===== config.mk =====
export PLATFORM = sky130hd
export DESIGN_NAME = txd_ring_engine
export DESIGN_NICKNAME = d
export VERILOG_FILES = /design/src/rtl/txd_pkg.sv /design/src/rtl/txd_ring_ptr.sv /design/src/rtl/txd_byte_walker.sv /design/src/rtl/txd_wb_format.sv /design/src/rtl/txd_ring_engine.sv
export SDC_FILE = /design/constraint.sdc
export NUM_CORES = 1
export LEC_CHECK = 0
export BUFFER_PORTS_ARGS = -buffer_cell sky130_fd_sc_hd__buf_4
export CELL_PAD_IN_SITES_DETAIL_PLACEMENT = 1
export CELL_PAD_IN_SITES_GLOBAL_PLACEMENT = 1
export CORE_MARGIN = 2
export CORE_UTILIZATION = 45
export DETAILED_ROUTE_END_ITERATION = 10
export PLACE_DENSITY = 0.8
export REMOVE_ABC_BUFFERS = 1
export SLEW_MARGIN = 25
export SYNTH_ARGS = -nofsm -noshare
export SYNTH_HDL_FRONTEND = slang
export SYNTH_HIERARCHICAL = 1
export SYNTH_SLANG_ARGS = --single-unit

===== constraint.sdc =====
create_clock -name clk -period 7.2 [get_ports clk]
set_input_delay 1.08 -clock clk [delete_from_list [all_inputs] [get_ports clk]]
set_output_delay 1.08 -clock clk [all_outputs]
set_load 0.02 [all_outputs]

===== src/rtl/txd_pkg.sv =====
package txd_pkg;

  localparam int unsigned RING_LOG_W = 3;
  localparam int unsigned IDX_W      = 7;
  localparam int unsigned CNT_W      = 13;

  localparam logic [1:0] OFS_ADDR_LO = 2'd0;
  localparam logic [1:0] OFS_FLAG    = 2'd1;
  localparam logic [1:0] OFS_LEN     = 2'd2;
  localparam logic [1:0] OFS_STAT    = 2'd3;

  localparam int unsigned FB_OWN  = 7;
  localparam int unsigned FB_ERR  = 6;
  localparam int unsigned FB_MORE = 4;
  localparam int unsigned FB_ONE  = 3;
  localparam int unsigned FB_DEF  = 2;
  localparam int unsigned FB_ENP  = 0;

  // status bits that feed the error summary
  localparam logic [15:0] STAT_ERR_MASK = 16'hDC00;

  typedef struct packed {
    logic [1:0] retries;
    logic       deferred;
    logic       rtry;
    logic       lcar;
    logic       lcol;
    logic       uflo;
    logic [9:0] tdr;
  } mac_stat_t;

  typedef enum logic [3:0] {
    ST_IDLE, ST_WAIT, ST_RFLG, ST_CFLG, ST_RALO, ST_ALO, ST_LEN,
    ST_BRD, ST_BLAT, ST_BOUT, ST_MACW, ST_WSTAT, ST_WFLG
  } eng_state_e;

  // negated length with forced high bits -> byte count, 0 meaning 4096
  function automatic logic [CNT_W-1:0] len_to_count(input logic [15:0] len_word);
    logic [15:0] pos;
    pos = ~len_word + 16'd1;
    return {(pos[11:0] == 12'd0), pos[11:0]};
  endfunction

  function automatic logic [15:0] pack_status(input mac_stat_t s, input logic buff);
    return {buff, s.uflo, 1'b0, s.lcol, s.lcar, s.rtry, s.tdr};
  endfunction

  function automatic logic [7:0] update_flag(input logic [7:0] f, input logic [15:0] st,
                                             input logic [1:0] retries, input logic deferred);
    logic [7:0] r;
    r          = f;
    r[FB_OWN]  = 1'b0;
    r[FB_ERR]  = |(st & STAT_ERR_MASK);
    r[FB_MORE] = (retries >= 2'd2);
    r[FB_ONE]  = (retries == 2'd1);
    r[FB_DEF]  = deferred;
    return r;
  endfunction

  function automatic logic [7:0] byte_pick(input logic [15:0] word, input logic odd);
    return odd ? word[7:0] : word[15:8];
  endfunction

endpackage


===== src/rtl/txd_ring_ptr.sv =====
module txd_ring_ptr #(
  parameter int unsigned LOG_W = 3,
  parameter int unsigned IDX_W = 7
) (
  input  logic             clk,
  input  logic             rst_n,
  input  logic             clear,
  input  logic             advance,
  input  logic [LOG_W-1:0] ring_log,
  output logic [IDX_W-1:0] idx,
  output logic [IDX_W:0]   ring_size
);

  logic [IDX_W-1:0] mask;

  for (genvar g = 0; g < IDX_W; g++) begin : g_mask
    assign mask[g] = (ring_log > LOG_W'(g));
  end

  assign ring_size = (IDX_W+1)'(1) << ring_log;

  always_ff @(posedge clk or negedge rst_n) begin
    if (!rst_n)       idx <= '0;
    else if (clear)   idx <= '0;
    else if (advance) idx <= (idx + 1'b1) & mask;
  end

endmodule


===== src/rtl/txd_byte_walker.sv =====
module txd_byte_walker #(
  parameter int unsigned BAW = 24,
  parameter int unsigned CW  = 13
) (
  input  logic           clk,
  input  logic           rst_n,
  input  logic           load,
  input  logic [BAW-1:0] start_addr,
  input  logic [CW-1:0]  count,
  input  logic           step,
  output logic [BAW-1:0] cur_addr,
  output logic           final_byte
);

  logic [CW-1:0] remaining;

  always_ff @(posedge clk or negedge rst_n) begin
    if (!rst_n) begin
      cur_addr  <= '0;
      remaining <= '0;
    end else if (load) begin
      cur_addr  <= start_addr;
      remaining <= count;
    end else if (step) begin
      cur_addr  <= cur_addr + 1'b1;
      remaining <= remaining - 1'b1;
    end
  end

  assign final_byte = (remaining == CW'(1));

endmodule


===== src/rtl/txd_wb_format.sv =====
module txd_wb_format
  import txd_pkg::*;
(
  input  logic [7:0]  flag_in,
  input  mac_stat_t   st,
  output logic [15:0] stat_word,
  output logic [7:0]  flag_out
);

  assign stat_word = pack_status(st, ~flag_in[FB_ENP]);
  assign flag_out  = update_flag(flag_in, stat_word, st.retries, st.deferred);

endmodule


===== src/rtl/txd_ring_engine.sv =====
module txd_ring_engine
  import txd_pkg::*;
#(
  parameter int unsigned BAW = 24,
  parameter int unsigned AW  = BAW - 1
) (
  input  logic          clk,
  input  logic          rst_n,
  input  logic          cmd_start,
  input  logic          cmd_stop,
  input  logic          cmd_demand,
  input  logic          poll_tick,
  input  logic [AW-1:0] ring_base,
  input  logic [15:0]   ring_len_word,
  output logic          mem_req,
  output logic          mem_we,
  output logic [AW-1:0] mem_addr,
  output logic [15:0]   mem_wdata,
  input  logic [15:0]   mem_rdata,
  output logic          tx_valid,
  output logic [7:0]    tx_data,
  output logic          tx_last,
  input  logic          tx_ready,
  input  logic          mac_done,
  input  logic [1:0]    mac_retries,
  input  logic          mac_deferred,
  input  logic          mac_rtry,
  input  logic          mac_lcar,
  input  logic          mac_lcol,
  input  logic          mac_uflo,
  input  logic [9:0]    mac_tdr,
  output logic          tint
);

  eng_state_e st_q, st_d;

  logic [AW-1:0]         base_q;
  logic [RING_LOG_W-1:0] log_q;
  logic [7:0]            flag_q;
  logic [7:0]            ahi_q;
  logic [15:0]           alo_q;
  logic [7:0]            byte_q;
  logic                  last_q;
  logic                  tint_q;
  mac_stat_t             mstat_q;

  logic [IDX_W-1:0]      idx;
  logic [IDX_W:0]        ring_size;
  logic [AW-1:0]         desc_addr;
  logic [BAW-1:0]        cur_addr;
  logic                  final_byte;
  logic [15:0]           stat_word;
  logic [7:0]            flag_out;

  // named events for the checker
  logic ev_stat_wr, ev_flag_wr, ev_advance, ev_step, eng_idle;
  logic len_word_unused;

  assign len_word_unused = ^ring_len_word[12:0];

  assign eng_idle   = (st_q == ST_IDLE);
  assign ev_stat_wr = (st_q == ST_WSTAT);
  assign ev_flag_wr = (st_q == ST_WFLG);
  assign ev_advance = ev_flag_wr && !cmd_stop;
  assign ev_step    = (st_q == ST_BOUT) && tx_ready && !cmd_stop;

  txd_ring_ptr #(.LOG_W(RING_LOG_W), .IDX_W(IDX_W)) u_ptr (
    .clk       (clk),
    .rst_n     (rst_n),
    .clear     (cmd_stop),
    .advance   (ev_advance),
    .ring_log  (log_q),
    .idx       (idx),
    .ring_size (ring_size)
  );

  txd_byte_walker #(.BAW(BAW), .CW(CNT_W)) u_walk (
    .clk        (clk),
    .rst_n      (rst_n),
    .load       (st_q == ST_LEN),
    .start_addr (BAW'({ahi_q, alo_q})),
    .count      (len_to_count(mem_rdata)),
    .step       (ev_step),
    .cur_addr   (cur_addr),
    .final_byte (final_byte)
  );

  txd_wb_format u_fmt (
    .flag_in   (flag_q),
    .st        (mstat_q),
    .stat_word (stat_word),
    .flag_out  (flag_out)
  );

  assign desc_addr = base_q + AW'({idx, 2'b00});

  always_comb begin
    st_d = st_q;
    case (st_q)
      ST_IDLE:  if (cmd_start) st_d = ST_WAIT;
      ST_WAIT:  if (cmd_demand || poll_tick) st_d = ST_RFLG;
      ST_RFLG:  st_d = ST_CFLG;
      ST_CFLG:  st_d = mem_rdata[8 + FB_OWN] ? ST_RALO : ST_WAIT;
      ST_RALO:  st_d = ST_ALO;
      ST_ALO:   st_d = ST_LEN;
      ST_LEN:   st_d = ST_BRD;
      ST_BRD:   st_d = ST_BLAT;
      ST_BLAT:  st_d = ST_BOUT;
      ST_BOUT:  if (tx_ready) st_d = last_q ? ST_MACW : ST_BRD;
      ST_MACW:  if (mac_done) st_d = ST_WSTAT;
      ST_WSTAT: st_d = ST_WFLG;
      ST_WFLG:  st_d = ST_RFLG;
      default:  st_d = ST_IDLE;
    endcase
    if (cmd_stop) st_d = ST_IDLE;
  end

  always_ff @(posedge clk or negedge rst_n) begin
    if (!rst_n) begin
      st_q    <= ST_IDLE;
      base_q  <= '0;
      log_q   <= '0;
      flag_q  <= '0;
      ahi_q   <= '0;
      alo_q   <= '0;
      byte_q  <= '0;
      last_q  <= 1'b0;
      tint_q  <= 1'b0;
      mstat_q <= '0;
    end else begin
      st_q   <= st_d;
      tint_q <= ev_advance;
      if (eng_idle && cmd_start) begin
        base_q <= ring_base;
        log_q  <= ring_len_word[15:13];
      end
      if (st_q == ST_CFLG) begin
        flag_q <= mem_rdata[15:8];
        ahi_q  <= mem_rdata[7:0];
      end
      if (st_q == ST_ALO) alo_q <= mem_rdata;
      if (st_q == ST_BLAT) begin
        byte_q <= byte_pick(mem_rdata, cur_addr[0]);
        last_q <= final_byte;
      end
      if (st_q == ST_MACW && mac_done) begin
        mstat_q.retries  <= mac_retries;
        mstat_q.deferred <= mac_deferred;
        mstat_q.rtry     <= mac_rtry;
        mstat_q.lcar     <= mac_lcar;
        mstat_q.lcol     <= mac_lcol;
        mstat_q.uflo     <= mac_uflo;
        mstat_q.tdr      <= mac_tdr;
      end
    end
  end

  always_comb begin
    mem_req   = 1'b0;
    mem_we    = 1'b0;
    mem_addr  = desc_addr;
    mem_wdata = '0;
    case (st_q)
      ST_RFLG:  begin mem_req = 1'b1; mem_addr = desc_addr | AW'(OFS_FLAG); end
      ST_RALO:  begin mem_req = 1'b1; mem_addr = desc_addr | AW'(OFS_ADDR_LO); end
      ST_ALO:   begin mem_req = 1'b1; mem_addr = desc_addr | AW'(OFS_LEN); end
      ST_BRD:   begin mem_req = 1'b1; mem_addr = cur_addr[BAW-1:1]; end
      ST_WSTAT: begin
        mem_req = 1'b1; mem_we = 1'b1;
        mem_addr = desc_addr | AW'(OFS_STAT); mem_wdata = stat_word;
      end
      ST_WFLG:  begin
        mem_req = 1'b1; mem_we = 1'b1;
        mem_addr = desc_addr | AW'(OFS_FLAG); mem_wdata = {flag_out, ahi_q};
      end
      default: ;
    endcase
  end

  assign tx_valid = (st_q == ST_BOUT);
  assign tx_data  = byte_q;
  assign tx_last  = last_q;
  assign tint     = tint_q;

endmodule


==> results of run 1 <==
## flip-flops by register name, indices dropped and copies added, names as in the netlist
signal / cells
u_walk/cur_addr: 24
flag_q: 3
tx_data: 8
u_ptr/idx: 7
ahi_q: 8
alo_q: 16
u_walk/remaining: 13
log_q: 3
tint: 1
mstat_q: 17
st_q: 4
tx_last: 1
base_q: 23
## cell type report
| cell class | instances | area (sq um) |
|---|---|---|
| Timing Repair Buffer | 125 | 942 |
| Multi-Input combinational cell | 554 | 3980 |
| Inverter | 16 | 60.1 |
| Tap cell | 220 | 275 |
| Sequential cell | 128 | 3200 |
| Clock buffer | 17 | 425 |
| Fill cell | 1812 | 7430 |
| Clock inverter | 15 | 145 |
## per-layer routing
metal,part of all wire [%],wire length [um]
met5,0,0
met4,1.3,270
met3,4.0,841
met2,52,11000
met1,43,9040
## how the worst max path moves through the flow
| stage | from | to | slack [ps] | cells past startpoint |
|---|---|---|---|---|
| after global placement | u_ptr/idx[0] | mem_addr[20] | 3540 | 8 |
| after global routing | u_ptr/idx[0] | mem_addr[12] | 2780 | 8 |
| after floorplan | st_q[0] | u_walk/cur_addr[11] | 3330 | 6 |
| final | u_ptr/idx[0] | mem_addr[12] | 2980 | 8 |
| after CTS | u_ptr/idx[0] | mem_addr[12] | 2970 | 8 |
| after detailed placement | u_ptr/idx[0] | mem_addr[20] | 3480 | 8 |
## worst max-delay path: stages, from the launching register on
cell      delay (ps)
dfrtp_1          440
ha_1             250
fa_1             440
a211o_1          350
a211oi_2         510
nor3b_1          140
xnor2_1          160
o21ai_0          220
buf_4            190
## through the flow
stage | total power [mW] | hold WS (ps)
after CTS | 3.45 | 506
after detailed placement | 2.59 | 481
after global routing | 3.63 | 523
final | 3.42 | 496
after global placement | 2.49 | 462
after floorplan | 2.10 | 449
## power groups by stage
stage                     Clock [mW]  Combinational, mW  Sequential, mW
after floorplan                    0              0.843            1.25
after global placement             0               1.18            1.31
after detailed placement           0               1.25            1.34
after CTS                      0.849               1.27            1.33
after global routing           0.878               1.37            1.38
final                          0.830               1.26            1.33
## cells in the final DEF (no fill, tap or decap), types with 14 or more instances in the layout
cell and count:
xnor2_1 40, mux2i_1 14, inv_1 16, buf_4 124
nor3_1 25, nor2_1 47, nand2_1 79, a22o_1 16
dfrtp_1 128, clkbuf_16 17, a21oi_1 26, nand3_1 15
o21ai_0 44, mux2_2 73
==> run_summary.xml, run 1 <==
<?xml version="1.0" encoding="UTF-8"?>
<metrics>
  <group name="layout">
    <metric name="num_antenna_cells" unit="">0</metric>
    <metric name="num-nets-final" unit="">935</metric>
    <metric name="postLayoutCoreUtil" unit="%">54.9</metric>
    <metric name="layout-drive-gt1-share" unit="%">31.1</metric>
    <metric name="final_cell_area" unit="sq mm">0.00903</metric>
    <metric name="final_cell_count_no_fill" unit="">1075</metric>
    <metric name="area_growth_syn_to_layout" unit="%">19.7</metric>
  </group>
  <group name="timing">
    <metric name="relSlewSlack" unit="%">35.6</metric>
    <metric name="share_of_the_clock_period_used_by_the_worst_path" unit="%">58.6</metric>
    <metric name="rsz0062_at_grt" unit="">false</metric>
    <metric name="finalSetupTns" unit="ps">0</metric>
    <metric name="pnr_worst_setup_slack" unit="ps">2980</metric>
    <metric name="final_max_slew_viol_count" unit="">0</metric>
    <metric name="timing.final.hold_violations" unit="">0</metric>
    <metric name="fin_skew" unit="ps">8.77</metric>
    <metric name="tightestPinTransition" unit="ps">961</metric>
    <metric name="fmaxAchievable" unit="MHz">237</metric>
    <metric name="finalCriticalPeriod" unit="ps">4220</metric>
    <metric name="finalSetupViolCount" unit="">0</metric>
  </group>
  <group name="floorplanning">
    <metric name="io-pin-count" unit="">132</metric>
    <metric name="die_area" unit="sq mm">0.0178</metric>
    <metric name="initial_utilization" unit="%">45.8</metric>
    <metric name="dieHeight" unit="um">133</metric>
    <metric name="die_width" unit="um">133</metric>
    <metric name="floorplan.core_area" unit="sq mm">0.0165</metric>
    <metric name="placement_rows" unit="">47</metric>
  </group>
  <group name="worst_setup_path">
    <metric name="crit-reg2reg-capture" unit="">u_walk/cur_addr[21]</metric>
    <metric name="crit_arrival" unit="ps">3140</metric>
    <metric name="start_kind" unit="">flip-flop</metric>
    <metric name="reg2reg_setup_slack" unit="ps">3890</metric>
    <metric name="timing.critical_path.required" unit="ps">6120</metric>
    <metric name="biggest_fanout_along_the_worst_timing_path" unit="">7</metric>
    <metric name="worst-setup-path-type" unit="">reg2out</metric>
    <metric name="critical_path.endpoint_type" unit="">output port</metric>
    <metric name="r2r-start" unit="">st_q[0]</metric>
    <metric name="worst-r2r-cell-count" unit="">7</metric>
  </group>
  <group name="hold_path">
    <metric name="hold_path_class" unit="">reg2reg</metric>
    <metric name="worst_hold_path_cell_count" unit="">2</metric>
    <metric name="timing.hold.worst.start" unit="">alo_q[4]</metric>
    <metric name="holdPathEnd" unit="">u_walk/cur_addr[4]</metric>
  </group>
  <group name="drt">
    <metric name="drt.antenna.violating_nets" unit="">0</metric>
    <metric name="vias_per_cell" unit="">5.70</metric>
    <metric name="drcViolationCount" unit="">0</metric>
    <metric name="first_pass_iters" unit="">4</metric>
    <metric name="vias" unit="">6131</metric>
    <metric name="routed_wire_length_per_instance" unit="um">19.7</metric>
    <metric name="dr.first_iter.drc_count" unit="">266</metric>
    <metric name="postRouteWirelength" unit="um">21200</metric>
  </group>
  <group name="placement">
    <metric name="place.gp.congestion" unit="">0.849</metric>
    <metric name="pre_cts_ws" unit="ps">3480</metric>
    <metric name="place_inst" unit="">1043</metric>
    <metric name="io_buffers" unit="">118</metric>
    <metric name="place_area" unit="sq mm">0.00845</metric>
    <metric name="hpwlAfterDp" unit="um">15000</metric>
  </group>
  <group name="synthesis">
    <metric name="netlist_instances" unit="">753</metric>
    <metric name="warnings_synthesis" unit="">6</metric>
    <metric name="post_synth_instance_area" unit="sq mm">0.00754</metric>
    <metric name="synthesis.area_per_instance" unit="sq um">10.0</metric>
  </group>
  <group name="power">
    <metric name="power.share.sequential" unit="%">38.9</metric>
    <metric name="p_per_area" unit="mW/mm^2">379</metric>
    <metric name="p_clk_share" unit="%">24.2</metric>
    <metric name="internal_power" unit="mW">2.06</metric>
    <metric name="switching_share" unit="%">39.7</metric>
    <metric name="switching_power" unit="mW">1.36</metric>
    <metric name="comb_power_share" unit="%">36.9</metric>
    <metric name="p_leak" unit="nW">3.89</metric>
    <metric name="ir_drop_worst_vdd" unit="mV">0.177</metric>
  </group>
  <group name="clock_tree">
    <metric name="cts_tree" unit="">built</metric>
    <metric name="clock_tree.htree_level_count" unit="">4</metric>
    <metric name="cts-root-buf" unit="">clkbuf_16</metric>
    <metric name="tritoncts.num_buffers" unit="">17</metric>
    <metric name="clkLatencyLatePin" unit="ps">420</metric>
    <metric name="cts_setup_buffers" unit="">0</metric>
    <metric name="clock_sink_count" unit="">128</metric>
    <metric name="clock_transition_at_the_registers_of_the_reported_paths" unit="ps">60</metric>
    <metric name="clock_path_buffers" unit="">2</metric>
    <metric name="postCtsHoldBufs" unit="">0</metric>
    <metric name="post_cts_resize_count" unit="">0</metric>
  </group>
  <group name="flow_run">
    <metric name="drv_cap" unit="">0</metric>
  </group>
  <group name="run_status">
    <metric name="run_status" unit="">complete, no violations</metric>
  </group>
  <group name="global_routing">
    <metric name="grt_remaining_overflow" unit="">0</metric>
    <metric name="first_global_vias" unit="">6698</metric>
    <metric name="grt_max_degree" unit="">77</metric>
    <metric name="grtUsageMet1" unit="%">30.6</metric>
    <metric name="grt_most_used_layer" unit="">met2</metric>
    <metric name="grt.total_usage" unit="%">24.6</metric>
    <metric name="grt.met3_usage" unit="%">5.71</metric>
    <metric name="grt_antenna_before_repair" unit="">0</metric>
    <metric name="grt_util_met2" unit="%">43.3</metric>
    <metric name="grt_pass1_wl" unit="um">34800</metric>
  </group>
</metrics>
No activity file was read; power rests on OpenSTA's default activity.
==> run 2: changes to the inputs <==
- ABC_AREA: not set -> 1
- CORE_UTILIZATION: 45 -> 42
- PLACE_DENSITY: 0.8 -> 0.78
- clock period: 7.2 -> 3.88 ns (I/O delays scaled with it)
==> run_summary.xml, run 2 <==
<?xml version="1.0" encoding="UTF-8"?>
<metrics>
  <group name="power">
    <metric name="total_power_consumption_of_the_routed_design" unit="mW">5.32</metric>
    <metric name="ir_drop_worst_vdd" unit="mV">0.306</metric>
    <metric name="p_per_area" unit="mW/mm^2">557</metric>
    <metric name="p_leak" unit="nW">4.83</metric>
  </group>
  <group name="worst_setup_path">
    <metric name="crit-reg2reg-capture" unit="">u_walk/remaining[5]</metric>
    <metric name="crit_family" unit="">simple AND/OR/NAND/NOR gates</metric>
    <metric name="timing.critical_path.required" unit="ps">3300</metric>
    <metric name="worst-setup-path-type" unit="">reg2out</metric>
    <metric name="critical_path.endpoint_type" unit="">output port</metric>
    <metric name="r2r-start" unit="">st_q[0]</metric>
    <metric name="biggest_fanout_along_the_worst_timing_path" unit="">35</metric>
    <metric name="cpPeakStageDelay" unit="ps">490</metric>
    <metric name="critical-path-slowest-cell" unit="">nor2_2</metric>
    <metric name="timing.critical_path.buf_inv" unit="">4</metric>
    <metric name="crit_arrival" unit="ps">2650</metric>
    <metric name="reg2reg_setup_slack" unit="ps">1510</metric>
    <metric name="timing.critical_path.cells" unit="">inv_2 &gt; nand2_1 &gt; nor2_2 &gt; inv_2 &gt; or2_0 &gt; nand2_1 &gt; inv_1 &gt; buf_4</metric>
    <metric name="start_kind" unit="">flip-flop</metric>
    <metric name="worst-r2r-cell-count" unit="">7</metric>
  </group>
  <group name="floorplanning">
    <metric name="initial_utilization" unit="%">42.8</metric>
    <metric name="placement_rows" unit="">50</metric>
    <metric name="die_width" unit="um">142</metric>
    <metric name="die_area" unit="sq mm">0.0202</metric>
    <metric name="floorplan.core_area" unit="sq mm">0.0187</metric>
    <metric name="io-pin-count" unit="">132</metric>
    <metric name="dieHeight" unit="um">142</metric>
  </group>
  <group name="layout">
    <metric name="layout_common_cells" unit="">nand2_1 (273), dfrtp_1 (128), buf_4 (124)</metric>
    <metric name="final_common_cell" unit="">nand2_1</metric>
    <metric name="num_antenna_cells" unit="">0</metric>
    <metric name="top_register_by_number_of_flip_flops" unit="">u_walk/cur_addr</metric>
    <metric name="layout-drive-gt1-share" unit="%">22.2</metric>
    <metric name="largest_register_ffs" unit="">24</metric>
    <metric name="biggestRegsByFlops" unit="">u_walk/cur_addr x24, base_q x23, mstat_q x17</metric>
    <metric name="num-nets-final" unit="">1208</metric>
    <metric name="area_growth_syn_to_layout" unit="%">19.3</metric>
  </group>
  <group name="drt">
    <metric name="routed_wire_length_per_instance" unit="um">17.8</metric>
    <metric name="drt.antenna.violating_nets" unit="">0</metric>
    <metric name="first_pass_iters" unit="">5</metric>
    <metric name="vias" unit="">7314</metric>
    <metric name="dr.first_iter.drc_count" unit="">373</metric>
    <metric name="postRouteWirelength" unit="um">24200</metric>
    <metric name="drcViolationCount" unit="">0</metric>
    <metric name="vias_per_cell" unit="">5.37</metric>
  </group>
  <group name="clock_tree">
    <metric name="tritoncts.num_buffers" unit="">17</metric>
    <metric name="cts_setup_buffers" unit="">0</metric>
    <metric name="post_cts_resize_count" unit="">0</metric>
    <metric name="postCtsHoldBufs" unit="">0</metric>
    <metric name="clkLatencyLatePin" unit="ps">420</metric>
    <metric name="clock_sink_count" unit="">128</metric>
    <metric name="clock_tree.htree_level_count" unit="">4</metric>
    <metric name="cts-root-buf" unit="">clkbuf_16</metric>
    <metric name="clock_transition_at_the_registers_of_the_reported_paths" unit="ps">60</metric>
    <metric name="clock_path_buffers" unit="">2</metric>
    <metric name="cts_tree" unit="">built</metric>
  </group>
  <group name="synthesis">
    <metric name="warnings_synthesis" unit="">6</metric>
    <metric name="netlist_instances" unit="">1018</metric>
    <metric name="synthesis.area_per_instance" unit="sq um">7.86</metric>
    <metric name="post_synth_instance_area" unit="sq mm">0.00801</metric>
  </group>
  <group name="timing">
    <metric name="final_max_slew_viol_count" unit="">0</metric>
    <metric name="timing.final.hold_violations" unit="">0</metric>
    <metric name="tightestPinTransition" unit="ps">814</metric>
    <metric name="fin_skew" unit="ps">9.80</metric>
    <metric name="finalCriticalPeriod" unit="ps">3230</metric>
    <metric name="share_of_the_clock_period_used_by_the_worst_path" unit="%">83.3</metric>
    <metric name="finalSetupViolCount" unit="">0</metric>
    <metric name="finalSetupTns" unit="ps">0</metric>
    <metric name="relSlewSlack" unit="%">45.8</metric>
    <metric name="fmaxAchievable" unit="MHz">310</metric>
    <metric name="rsz0062_at_grt" unit="">false</metric>
  </group>
  <group name="placement">
    <metric name="place.gp.congestion" unit="">0.870</metric>
    <metric name="hpwlAfterDp" unit="um">17500</metric>
    <metric name="io_buffers" unit="">118</metric>
  </group>
  <group name="global_routing">
    <metric name="first_global_vias" unit="">7627</metric>
    <metric name="grt_max_degree" unit="">59</metric>
    <metric name="grt_pass1_wl" unit="um">39600</metric>
    <metric name="grt_remaining_overflow" unit="">0</metric>
    <metric name="grt.total_usage" unit="%">24.9</metric>
    <metric name="grt_antenna_before_repair" unit="">0</metric>
  </group>
  <group name="flow_run">
    <metric name="drv_cap" unit="">0</metric>
  </group>
  <group name="run_status">
    <metric name="run_status" unit="">complete, no violations</metric>
  </group>
  <group name="hold_path">
    <metric name="hold_path_class" unit="">in2async</metric>
  </group>
</metrics>
## run 2: power by group
part	internal (mW)	switching, mW	total, mW
clock network	0.999	0.648	1.65
logic	0.655	0.896	1.55
registers	1.69	0.428	2.12
total	3.34	1.97	5.32
## run 2: how the worst max path moves through the flow
stage,start,endpoint,cells after the start
floorplan,st_q[0],u_walk/cur_addr[14],8
global placement,u_ptr/idx[0],mem_addr[18],10
detailed placement,st_q[3],mem_addr[21],8
CTS,st_q[3],mem_addr[21],8
global route,st_q[3],mem_addr[21],8
finish,st_q[3],mem_addr[21],8
## run 2: cell type report
cell class	instances	area (sq um)
well taps	234	293
repair buffers	125	951
clock buffers	20	467
inverters	109	409
flip-flops and latches	128	3200
multi-input cells	734	4100
fillers	2324	9160
clock inverters	11	133
## run 2: per-layer routing
layer / vias up / GRT usage [%] / wire length, um / share of wire (%)
met5: - / 0 / 0 / 0
met4: 0 / 9.32 / 600 / 2.5
met3: 44 / 3.84 / 924 / 3.8
met2: 166 / 41.6 / 11700 / 48
met1: 3577 / 32.7 / 11000 / 46
li1: 3527 / - / - / -
## run 2: per-stage QoR
| stage | instance area [sq um] | setup slack (ps) | hold WS (ps) | cells | util, % |
|---|---|---|---|---|---|
| global route | 9550 | 440 | 306 | 1361 | 51.1 |
| finish | 9550 | 649 | 251 | 1361 | 51.1 |
| CTS | 9550 | 630 | 270 | 1361 | 51.1 |
| detailed placement | 8950 | 1100 | 475 | 1330 | 47.9 |
| floorplan | 7700 | 995 | 286 | 971 | - |
| global placement | 8950 | 1140 | 466 | 1330 | 47.9 |
==> run 3: changes to the inputs <==
- clock period: 3.88 -> 3.1 ns (I/O delays scaled with it)
==> run_summary.xml, run 3 (synthesized netlist as in run 2, its figures left out) <==
<?xml version="1.0" encoding="UTF-8"?>
<metrics>
  <group name="placement">
    <metric name="hpwlAfterDp" unit="um">17600</metric>
    <metric name="io_buffers" unit="">118</metric>
    <metric name="place.gp.congestion" unit="">0.875</metric>
  </group>
  <group name="layout">
    <metric name="final_common_cell" unit="">nand2_1</metric>
    <metric name="layout-drive-gt1-share" unit="%">22.6</metric>
    <metric name="num-nets-final" unit="">1209</metric>
    <metric name="num_antenna_cells" unit="">0</metric>
    <metric name="top_register_by_number_of_flip_flops" unit="">u_walk/cur_addr</metric>
    <metric name="largest_register_ffs" unit="">24</metric>
    <metric name="layout_common_cells" unit="">nand2_1 (273), dfrtp_1 (128), buf_4 (125)</metric>
    <metric name="area_growth_syn_to_layout" unit="%">19.4</metric>
    <metric name="postLayoutCoreUtil" unit="%">51.1</metric>
    <metric name="biggestRegsByFlops" unit="">u_walk/cur_addr x24, base_q x23, mstat_q x17</metric>
  </group>
  <group name="power">
    <metric name="total_power_consumption_of_the_routed_design" unit="mW">6.61</metric>
    <metric name="p_leak" unit="nW">4.83</metric>
    <metric name="ir_drop_worst_vdd" unit="mV">0.387</metric>
    <metric name="p_per_area" unit="mW/mm^2">692</metric>
  </group>
  <group name="timing">
    <metric name="finalSetupViolCount" unit="">0</metric>
    <metric name="finalSetupTns" unit="ps">0</metric>
    <metric name="final_max_slew_viol_count" unit="">0</metric>
    <metric name="tightestPinTransition" unit="ps">628</metric>
    <metric name="relSlewSlack" unit="%">58.1</metric>
    <metric name="finalCriticalPeriod" unit="ps">2920</metric>
    <metric name="rsz0062_at_grt" unit="">false</metric>
    <metric name="fin_skew" unit="ps">8.08</metric>
    <metric name="timing.final.hold_violations" unit="">0</metric>
    <metric name="fmaxAchievable" unit="MHz">342</metric>
    <metric name="share_of_the_clock_period_used_by_the_worst_path" unit="%">94.3</metric>
  </group>
  <group name="clock_tree">
    <metric name="tritoncts.num_buffers" unit="">17</metric>
    <metric name="cts_setup_buffers" unit="">0</metric>
    <metric name="cts_tree" unit="">built</metric>
    <metric name="cts-root-buf" unit="">clkbuf_16</metric>
    <metric name="clock_transition_at_the_registers_of_the_reported_paths" unit="ps">60</metric>
    <metric name="clkLatencyLatePin" unit="ps">420</metric>
    <metric name="clock_sink_count" unit="">128</metric>
    <metric name="clock_tree.htree_level_count" unit="">4</metric>
    <metric name="clock_path_buffers" unit="">2</metric>
  </group>
  <group name="drt">
    <metric name="drcViolationCount" unit="">0</metric>
    <metric name="postRouteWirelength" unit="um">24500</metric>
    <metric name="drt.antenna.violating_nets" unit="">0</metric>
    <metric name="dr.first_iter.drc_count" unit="">412</metric>
    <metric name="vias" unit="">7365</metric>
    <metric name="first_pass_iters" unit="">5</metric>
    <metric name="vias_per_cell" unit="">5.40</metric>
    <metric name="routed_wire_length_per_instance" unit="um">18.0</metric>
  </group>
  <group name="floorplanning">
    <metric name="initial_utilization" unit="%">42.8</metric>
    <metric name="floorplan.core_area" unit="sq mm">0.0187</metric>
    <metric name="die_area" unit="sq mm">0.0202</metric>
    <metric name="placement_rows" unit="">50</metric>
    <metric name="die_width" unit="um">142</metric>
    <metric name="dieHeight" unit="um">142</metric>
    <metric name="io-pin-count" unit="">132</metric>
  </group>
  <group name="global_routing">
    <metric name="grt_max_degree" unit="">95</metric>
    <metric name="grt_antenna_before_repair" unit="">0</metric>
    <metric name="grt_pass1_wl" unit="um">39800</metric>
    <metric name="first_global_vias" unit="">7668</metric>
    <metric name="grt_remaining_overflow" unit="">0</metric>
    <metric name="grt.total_usage" unit="%">25.1</metric>
  </group>
  <group name="worst_setup_path">
    <metric name="timing.critical_path.required" unit="ps">2630</metric>
    <metric name="critical_path.endpoint_type" unit="">output port</metric>
    <metric name="start_kind" unit="">flip-flop</metric>
    <metric name="crit_arrival" unit="ps">2460</metric>
    <metric name="biggest_fanout_along_the_worst_timing_path" unit="">5</metric>
    <metric name="worst-setup-path-type" unit="">reg2out</metric>
  </group>
  <group name="hold_path">
    <metric name="hold_path_class" unit="">in2async</metric>
  </group>
  <group name="run_status">
    <metric name="run_status" unit="">complete, no violations</metric>
  </group>
  <group name="flow_run">
    <metric name="drv_cap" unit="">0</metric>
  </group>
</metrics>
[run 3: cell count changes in the layout (fill, tap and decap cells not counted), moves of 2 or more]
cell	delta
clkinv_4	-3
clkinvlp_4	+2
nand3_1	-2
nand3_2	+2
[run 3: timing repair]
item / CTS / global route
hold buffers: 0 / 0
gates resized for setup: 0 / 4
endpoints found under the setup margin: 0 / 7
[run 3: final cells by class]
| type | instances | area (sq um) |
|---|---|---|
| timing repair buffer | 126 | 958 |
| sequential | 128 | 3200 |
| inverter | 109 | 409 |
| fill | 2334 | 9150 |
| clock buffer | 21 | 480 |
| tap | 234 | 293 |
| clock inverter | 11 | 105 |
| multi-input combinational | 734 | 4110 |
[run 3: where the power goes]
part | leakage (nW) | switching [mW] | internal [mW]
Clock | 0.278 | 0.802 | 1.19
Sequential | 1.55 | 0.516 | 2.12
Combinational | 3.00 | 1.16 | 0.825
Total | 4.83 | 2.48 | 4.13
[run 3: routing by layer]
| layer | GRT usage (%) | up-vias | share of wire (%) |
|---|---|---|---|
| met4 | 6.89 | 0 | 1.7 |
| met5 | 0 | - | 0 |
| li1 | - | 3527 | - |
| met1 | 33.1 | 3630 | 45 |
| met2 | 42.6 | 180 | 49 |
| met3 | 4.54 | 28 | 4.8 |
[run 3: worst paths after layout]
kind	from	to	slack (ps)	cells after the start
min reg2reg	alo_q[3]	alo_q[3]	490	2
max reg2reg	st_q[1]	u_walk/cur_addr[12]	850	10
max	u_ptr/idx[0]	mem_addr[10]	180	9
min in group clk	mac_tdr[0]	mstat_q[0]	270	2
min	rst_n	base_q[5]	5	1
max in group asynchronous	rst_n	st_q[0]	2210	2
[run 3: metrics by stage]
step	area, sq um	setup slack [ps]	std cells	hold WS [ps]
finish	9560	178	1363	5.30
global route	9560	33.4	1363	27.2
floorplan	7700	215	971	169
CTS	9540	0.488	1363	17.6
global placement	8960	536	1331	466
detailed placement	8960	469	1331	467
[run 3: critical path, stage by stage (launching register included)]
cell,delay [ps]
dfrtp_1,420
ha_1,230
fa_2,380
nand3_1,120
nand3_2,130
nand2_1,90
nand3_1,150
xnor2_1,180
a21oi_1,170
buf_4,170
